--- src/rtl/lpc_pkg.sv ---
package lpc_pkg;
  typedef enum logic [2:0] {
    ST_LISTEN     = 3'd0,
    ST_INIT_TX    = 3'd1,
    ST_WAKE_TX    = 3'd2,
    ST_WAIT_ALIGN = 3'd3,
    ST_READY      = 3'd4,
    ST_PM_ACK     = 3'd5,
    ST_LOW_PWR    = 3'd6
  } lpc_state_e;
endpackage

--- src/rtl/lpc_oob_seq.sv ---
// Out-of-band burst train generator: NUM_BURSTS x (BURST_LEN on, GAP_LEN off).
module lpc_oob_seq #(
  parameter int BURST_LEN  = 16,
  parameter int GAP_LEN    = 48,
  parameter int NUM_BURSTS = 6
) (
  input  logic clk,
  input  logic rst,
  input  logic start_init,
  input  logic start_wake,
  output logic init_o,
  output logic wake_o,
  output logic last_o
);
  localparam int LEN_MAX = (BURST_LEN > GAP_LEN) ? BURST_LEN : GAP_LEN;
  localparam int CW      = $clog2(LEN_MAX + 1);
  localparam int IW      = $clog2(NUM_BURSTS + 1);

  logic          active;
  logic          kind_wake;
  logic          in_gap;
  logic [CW-1:0] cnt;
  logic [IW-1:0] idx;

  assign last_o = active && in_gap && (cnt == CW'(GAP_LEN - 1)) &&
                  (idx == IW'(NUM_BURSTS - 1));

  always_ff @(posedge clk) begin
    if (rst) begin
      active    <= 1'b0;
      kind_wake <= 1'b0;
      in_gap    <= 1'b0;
      cnt       <= '0;
      idx       <= '0;
      init_o    <= 1'b0;
      wake_o    <= 1'b0;
    end else if (start_init || start_wake) begin
      active    <= 1'b1;
      kind_wake <= !start_init;
      in_gap    <= 1'b0;
      cnt       <= '0;
      idx       <= '0;
      init_o    <= start_init;
      wake_o    <= !start_init;
    end else if (active) begin
      if (!in_gap) begin
        if (cnt == CW'(BURST_LEN - 1)) begin
          in_gap <= 1'b1;
          cnt    <= '0;
          init_o <= 1'b0;
          wake_o <= 1'b0;
        end else begin
          cnt <= cnt + 1'b1;
        end
      end else if (cnt == CW'(GAP_LEN - 1)) begin
        cnt <= '0;
        if (idx == IW'(NUM_BURSTS - 1)) begin
          active <= 1'b0;
        end else begin
          idx    <= idx + 1'b1;
          in_gap <= 1'b0;
          init_o <= !kind_wake;
          wake_o <= kind_wake;
        end
      end else begin
        cnt <= cnt + 1'b1;
      end
    end
  end

  // the two train outputs never overlap
  p_single_kind_r3: assert property (@(posedge clk) disable iff (rst)
    !(init_o && wake_o));
endmodule

--- src/rtl/lpc_cycle_timer.sv ---
// Counts cycles while run is high; last_o marks the LIMIT-th cycle.
module lpc_cycle_timer #(
  parameter int LIMIT = 1024
) (
  input  logic clk,
  input  logic rst,
  input  logic run,
  output logic last_o
);
  localparam int TW = $clog2(LIMIT + 1);

  logic [TW-1:0] cnt;

  assign last_o = run && (cnt == TW'(LIMIT - 1));

  always_ff @(posedge clk) begin
    if (rst || !run || last_o) cnt <= '0;
    else                       cnt <= cnt + 1'b1;
  end

  // the window counter never passes its limit
  p_cnt_bound_r5: assert property (@(posedge clk) disable iff (rst)
    cnt < TW'(LIMIT));
endmodule

--- src/rtl/lpc_ctrl_fsm.sv ---
module lpc_ctrl_fsm
  import lpc_pkg::*;
(
  input  logic clk,
  input  logic rst,
  input  logic comreset_det,
  input  logic comwake_det,
  input  logic align_det,
  input  logic pmreq_det,
  input  logic seq_last,
  input  logic tmo_last,
  input  logic ack_last,
  output logic start_init,
  output logic start_wake,
  output logic align_run,
  output logic ack_run,
  output logic link_ready,
  output logic pmack_send,
  output logic tx_idle,
  output logic low_power
);
  lpc_state_e state, nxt;

  assign start_init = comreset_det;
  assign start_wake = !comreset_det && comwake_det &&
                      (state == ST_LISTEN || state == ST_LOW_PWR);
  assign align_run  = (state == ST_WAIT_ALIGN);
  assign ack_run    = (state == ST_PM_ACK);

  always_comb begin
    nxt = state;
    if (comreset_det) begin
      nxt = ST_INIT_TX;
    end else begin
      case (state)
        ST_LISTEN:     if (comwake_det) nxt = ST_WAKE_TX;
        ST_INIT_TX:    if (seq_last) nxt = ST_LISTEN;
        ST_WAKE_TX:    if (seq_last) nxt = ST_WAIT_ALIGN;
        ST_WAIT_ALIGN: begin
          if (align_det)     nxt = ST_READY;
          else if (tmo_last) nxt = ST_LISTEN;
        end
        ST_READY:      if (pmreq_det) nxt = ST_PM_ACK;
        ST_PM_ACK:     if (ack_last) nxt = ST_LOW_PWR;
        ST_LOW_PWR:    if (comwake_det) nxt = ST_WAKE_TX;
        default:       nxt = ST_LISTEN;
      endcase
    end
  end

  always_ff @(posedge clk) begin
    if (rst) begin
      state      <= ST_LISTEN;
      link_ready <= 1'b0;
      pmack_send <= 1'b0;
      tx_idle    <= 1'b0;
      low_power  <= 1'b0;
    end else begin
      state      <= nxt;
      link_ready <= (nxt == ST_READY);
      pmack_send <= (nxt == ST_PM_ACK);
      tx_idle    <= (nxt == ST_LOW_PWR);
      low_power  <= (nxt == ST_LOW_PWR);
    end
  end

  // readiness only follows a received alignment
  p_ready_needs_align_r4: assert property (@(posedge clk) disable iff (rst)
    $rose(link_ready) |-> $past(align_det));
  // acknowledge starts only from the ready state
  p_ack_from_ready_r6: assert property (@(posedge clk) disable iff (rst)
    $rose(pmack_send) |-> $past(link_ready));
  // low power is entered only straight after the acknowledge run
  p_low_after_ack_r7: assert property (@(posedge clk) disable iff (rst)
    $rose(low_power) |-> $past(pmack_send));
  // no local event leaves low power
  p_low_hold_r8: assert property (@(posedge clk) disable iff (rst)
    (low_power && !comreset_det && !comwake_det) |=> low_power);
  // host reset always drops readiness
  p_reset_drops_ready_r9: assert property (@(posedge clk) disable iff (rst)
    comreset_det |=> (!link_ready && !low_power && !pmack_send));
endmodule

--- src/rtl/link_pwr_ctrl.sv ---
module link_pwr_ctrl #(
  parameter int BURST_LEN  = 16,
  parameter int GAP_LEN    = 48,
  parameter int NUM_BURSTS = 6,
  parameter int ALIGN_TMO  = 1024,
  parameter int ACK_PRIMS  = 4
) (
  input  logic clk,
  input  logic rst,
  input  logic comreset_det,
  input  logic comwake_det,
  input  logic align_det,
  input  logic pmreq_det,
  output logic cominit_req,
  output logic comwake_req,
  output logic pmack_send,
  output logic tx_idle,
  output logic low_power,
  output logic link_ready
);
  logic start_init, start_wake, seq_last;
  logic align_run, tmo_last, ack_run, ack_last;

  lpc_ctrl_fsm u_fsm (
    .clk          (clk),
    .rst          (rst),
    .comreset_det (comreset_det),
    .comwake_det  (comwake_det),
    .align_det    (align_det),
    .pmreq_det    (pmreq_det),
    .seq_last     (seq_last),
    .tmo_last     (tmo_last),
    .ack_last     (ack_last),
    .start_init   (start_init),
    .start_wake   (start_wake),
    .align_run    (align_run),
    .ack_run      (ack_run),
    .link_ready   (link_ready),
    .pmack_send   (pmack_send),
    .tx_idle      (tx_idle),
    .low_power    (low_power)
  );

  lpc_oob_seq #(
    .BURST_LEN  (BURST_LEN),
    .GAP_LEN    (GAP_LEN),
    .NUM_BURSTS (NUM_BURSTS)
  ) u_seq (
    .clk        (clk),
    .rst        (rst),
    .start_init (start_init),
    .start_wake (start_wake),
    .init_o     (cominit_req),
    .wake_o     (comwake_req),
    .last_o     (seq_last)
  );

  lpc_cycle_timer #(.LIMIT(ALIGN_TMO)) u_align_tmr (
    .clk    (clk),
    .rst    (rst),
    .run    (align_run),
    .last_o (tmo_last)
  );

  lpc_cycle_timer #(.LIMIT(ACK_PRIMS)) u_ack_tmr (
    .clk    (clk),
    .rst    (rst),
    .run    (ack_run),
    .last_o (ack_last)
  );

  // every host reset is answered by an initialisation burst next cycle
  p_cominit_answer_r2: assert property (@(posedge clk) disable iff (rst)
    comreset_det |=> (cominit_req && !comwake_req));
endmodule

--- config.mk ---
export PLATFORM = sky130hd
export DESIGN_NAME = link_pwr_ctrl
export DESIGN_NICKNAME = d
export VERILOG_FILES = /design/src/rtl/lpc_pkg.sv /design/src/rtl/lpc_oob_seq.sv /design/src/rtl/lpc_cycle_timer.sv /design/src/rtl/lpc_ctrl_fsm.sv /design/src/rtl/link_pwr_ctrl.sv
export SDC_FILE = /design/constraint.sdc
export NUM_CORES = 1
export LEC_CHECK = 0
export ABC_AREA = 1
export BUFFER_PORTS_ARGS = -buffer_cell sky130_fd_sc_hd__buf_2
export CORE_ASPECT_RATIO = 0.8
export CORE_MARGIN = 2
export CORE_UTILIZATION = 45
export CTS_CLUSTER_SIZE = 24
export DETAILED_ROUTE_END_ITERATION = 16
export PLACE_DENSITY = 0.7
export SLEW_MARGIN = 25
export SYNTH_ARGS = -nofsm -noshare
export SYNTH_HDL_FRONTEND = slang
export SYNTH_SLANG_ARGS = --single-unit
--- constraint.sdc ---
create_clock -name clk -period 4.1 [get_ports clk]
set_input_delay 0.82 -clock clk [delete_from_list [all_inputs] [get_ports clk]]
set_output_delay 0.82 -clock clk [all_outputs]
set_load 0.01 [all_outputs]
==> run metrics <==
register area=just under 700 um^2; final setup margin=between 2 and 3 ns; Yosys reg bits=34; Slew Viols, Final=0; Area Growth Syn to Fin=10.64%; Worst Setup Start Kind=flop; 1st-pass router iterations=4; IO buf count=11; Post-CTS Setup Bufs=0; fmax=roughly 640 MHz; Final nets=around 250; CTS tree=done; Final Wtd Congestion=a little under 0.9; Final ANT Viol Nets=0; CTS Hold Buffers Added=0; total track usage=0.1629; minimum clock period=about 1.6 ns; Final Hold Vio Count=0; r2r endpoint=u_fsm.pmack_send; Die H=around 58 um; Hold Crit Start=u_ack_tmr.cnt[0]; row count=19; CP Depth=1; crit path DAT=about 0.75 ns; Sink Count=34; Routed WL=2964 um; Rel. slew slack=0.7837; CP Capture Type=output pin; Reg-to-Reg Start=u_align_tmr.cnt[0]; cell family contributing the most delay on the critical path=flip-flops; Finished Core Util=0.5208; Post-Syn Instances=217; warnings from Yosys=0; pwr dens=336.8 mW/mm^2; R2R depth=10; Synthesized Nets=~230; CP bufs+invs=1; cts repair resizes=0; drt drc=0; area leader, netlist=dfxtp_1; first-pass GRT wire length=5195 um; largest net degree at the start of global routing=11; Hold Crit Class=flop to flop; multi-input logic area=about 800 um^2; total die area=0.004079 mm^2; Fill cells=~350; Antenna Cells=0; status=complete, no violations; clock skew=roughly 0.0054 ns; worst path cell trace=buf_2; via count=between 1,000 and 1,500; Largest stage delay, worst path=between 0.3 and 0.4 ns; Required @ worst endpoint=~3.3 ns; Synth top area share=0.4224; Clock Tree Buf Depth=2; Via density=about 5; WS Path Type=flop to output pin; pre-CTS setup slack=around 2.3 ns; H-tree Lvls=2; Max Fanout on Critical Path=2; Starting Density=0.4708; Core Box Area=between 0.003 and 0.004 mm^2; Area contributors post-synth=dfxtp_1, nor2_1, nand2_1; leakage power=0.0007574 uW; setup total negative slack=0 ns; Seq/Total Area, Yosys=0.4224; Max VDD drop=approximately 0.00020 V; worst skew pair latency=around 0.28 ns; number of global-route vias before repair=around 1,200; hold endpoint=u_ack_tmr.cnt[0]; layout cells sized above 1=0.1459; fin crit share=0.3821; WHS Path Cells=1; syn_area_per_cell=7.426 um^2; Reg2Reg Setup Slack=roughly 2.6 ns; RSZ-0062 raised after global routing=false; root buffer cell=clkbuf_8; clock slew at reported path FFs=roughly 0.07 ns; Num CTS Buffers=5; Yosys cell types=26; Ports=12; antenna violations before repair=0; max-capacitance violation count=0; Initial DRC Count=54; Final HPWL DP=2256 um; actual slew at the worst max-slew pin=0.3239 ns; CP max-delay cell=dfxtp_1; post-synthesis cell area=roughly 0.0016 mm^2; GR Overflow Total=0; routed length per instance=~11 um; die width=approximately 71 um; Setup Viol. Count Final=0
[cells in the final DEF (no fill, tap or decap)]
cell and instances:
nor2_1 39, nand2_1 37, dfxtp_1 34, inv_1 30, nand3_1 11, buf_2 11
a21oi_1 10, nor3_1 9, nand3_2 6, xor2_1 6, ha_1 6, o21ai_0 5
clkbuf_8 5, nand2_2 4, o21ai_1 3, nand3b_1 2, nand4_1 2, nor2_2 2
clkinv_2 2, inv_2 1, or2_2 1, nor3b_1 1, a21boi_2 1, and3_1 1
nor3_2 1, o2111a_1 1, mux2i_1 1, xnor2_1 1
[synthesized netlist by cell type]
cell      count
nand3_2       6
inv_1        30
ha_1          6
nand2_2       4
nor3b_1       1
nor3_2        1
dfxtp_1      34
nand2_1      37
nor2_2        2
nand4_1       2
o21ai_0       5
nand3b_1      2
a21oi_1      10
and3_1        1
xnor2_1       1
o2111a_1      1
or2_2         1
xor2_1        6
nor2_1       39
buf_4         2
nor3_1        9
o21ai_1       3
nand3_1      11
mux2i_1       1
inv_2         1
a21boi_2      1
[routing by layer]
layer	up-vias	track usage	routed length [um]
li1	720	-	-
met1	582	0.2209	1531
met2	36	0.2377	1219
met3	10	0.04947	148
met4	0	0.07817	64
met5	-	0	0
[layout make-up]
type / instances / share of cell area
Clock inverter: 2 / 0.005614
Tap cell: 42 / 0.02947
Sequential cell: 34 / 0.3818
Clock buffer: 5 / 0.03860
Timing Repair Buffer: 11 / 0.03088
Inverter: 31 / 0.06526
Multi-Input combinational cell: 150 / 0.4484
[worst max path at each step]
stage                 start          endpoint
4_1_cts        u_seq.wake_o       comwake_req
6_report       u_seq.wake_o       comwake_req
5_1_grt        u_seq.cnt[0]      u_seq.idx[2]
3_3_place_gp    comwake_det      u_seq.cnt[5]
2_1_floorplan   comwake_det  u_fsm.pmack_send
3_5_place_dp    comwake_det      u_seq.cnt[3]
[cells by family after synthesis]
kind of cell / synth area share
simple gates: 0.3354
flops: 0.4224
fa+ha+maj: 0.04658
compound gates: 0.06987
mux: 0.006211
buf+inv: 0.08152
xor+xnor: 0.03804
[sequential cells by signal, summed over array words and instances, names as in the netlist]
register and count:
u_fsm.link_ready 1, u_ack_tmr.cnt 3, u_seq.wake_o 1, u_seq.idx 3
u_fsm.tx_idle 1, u_align_tmr.cnt 11, u_fsm.pmack_send 1, u_seq.kind_wake 1
u_seq.cnt 6, u_seq.active 1, u_fsm.state 3, u_seq.in_gap 1
u_seq.init_o 1
[metrics by stage]
step	std cells	instance area [um^2]	power [uW]	hold WS, ns
2_1_floorplan	217	1612	372.0	0.3990
3_5_place_dp	268	1704	382.0	0.4198
4_1_cts	275	1783	607.1	0.4294
6_report	275	1783	600.5	0.4320
5_1_grt	275	1783	629.9	0.4461
3_3_place_gp	268	1704	381.6	0.4173
[where the power goes]
group          internal [uW]  total, uW  switching [uW]
logic                   12.6       35.2            22.5
clock network            114        225             111
registers                335        340            5.49
Power figures use the tool's default switching activity.
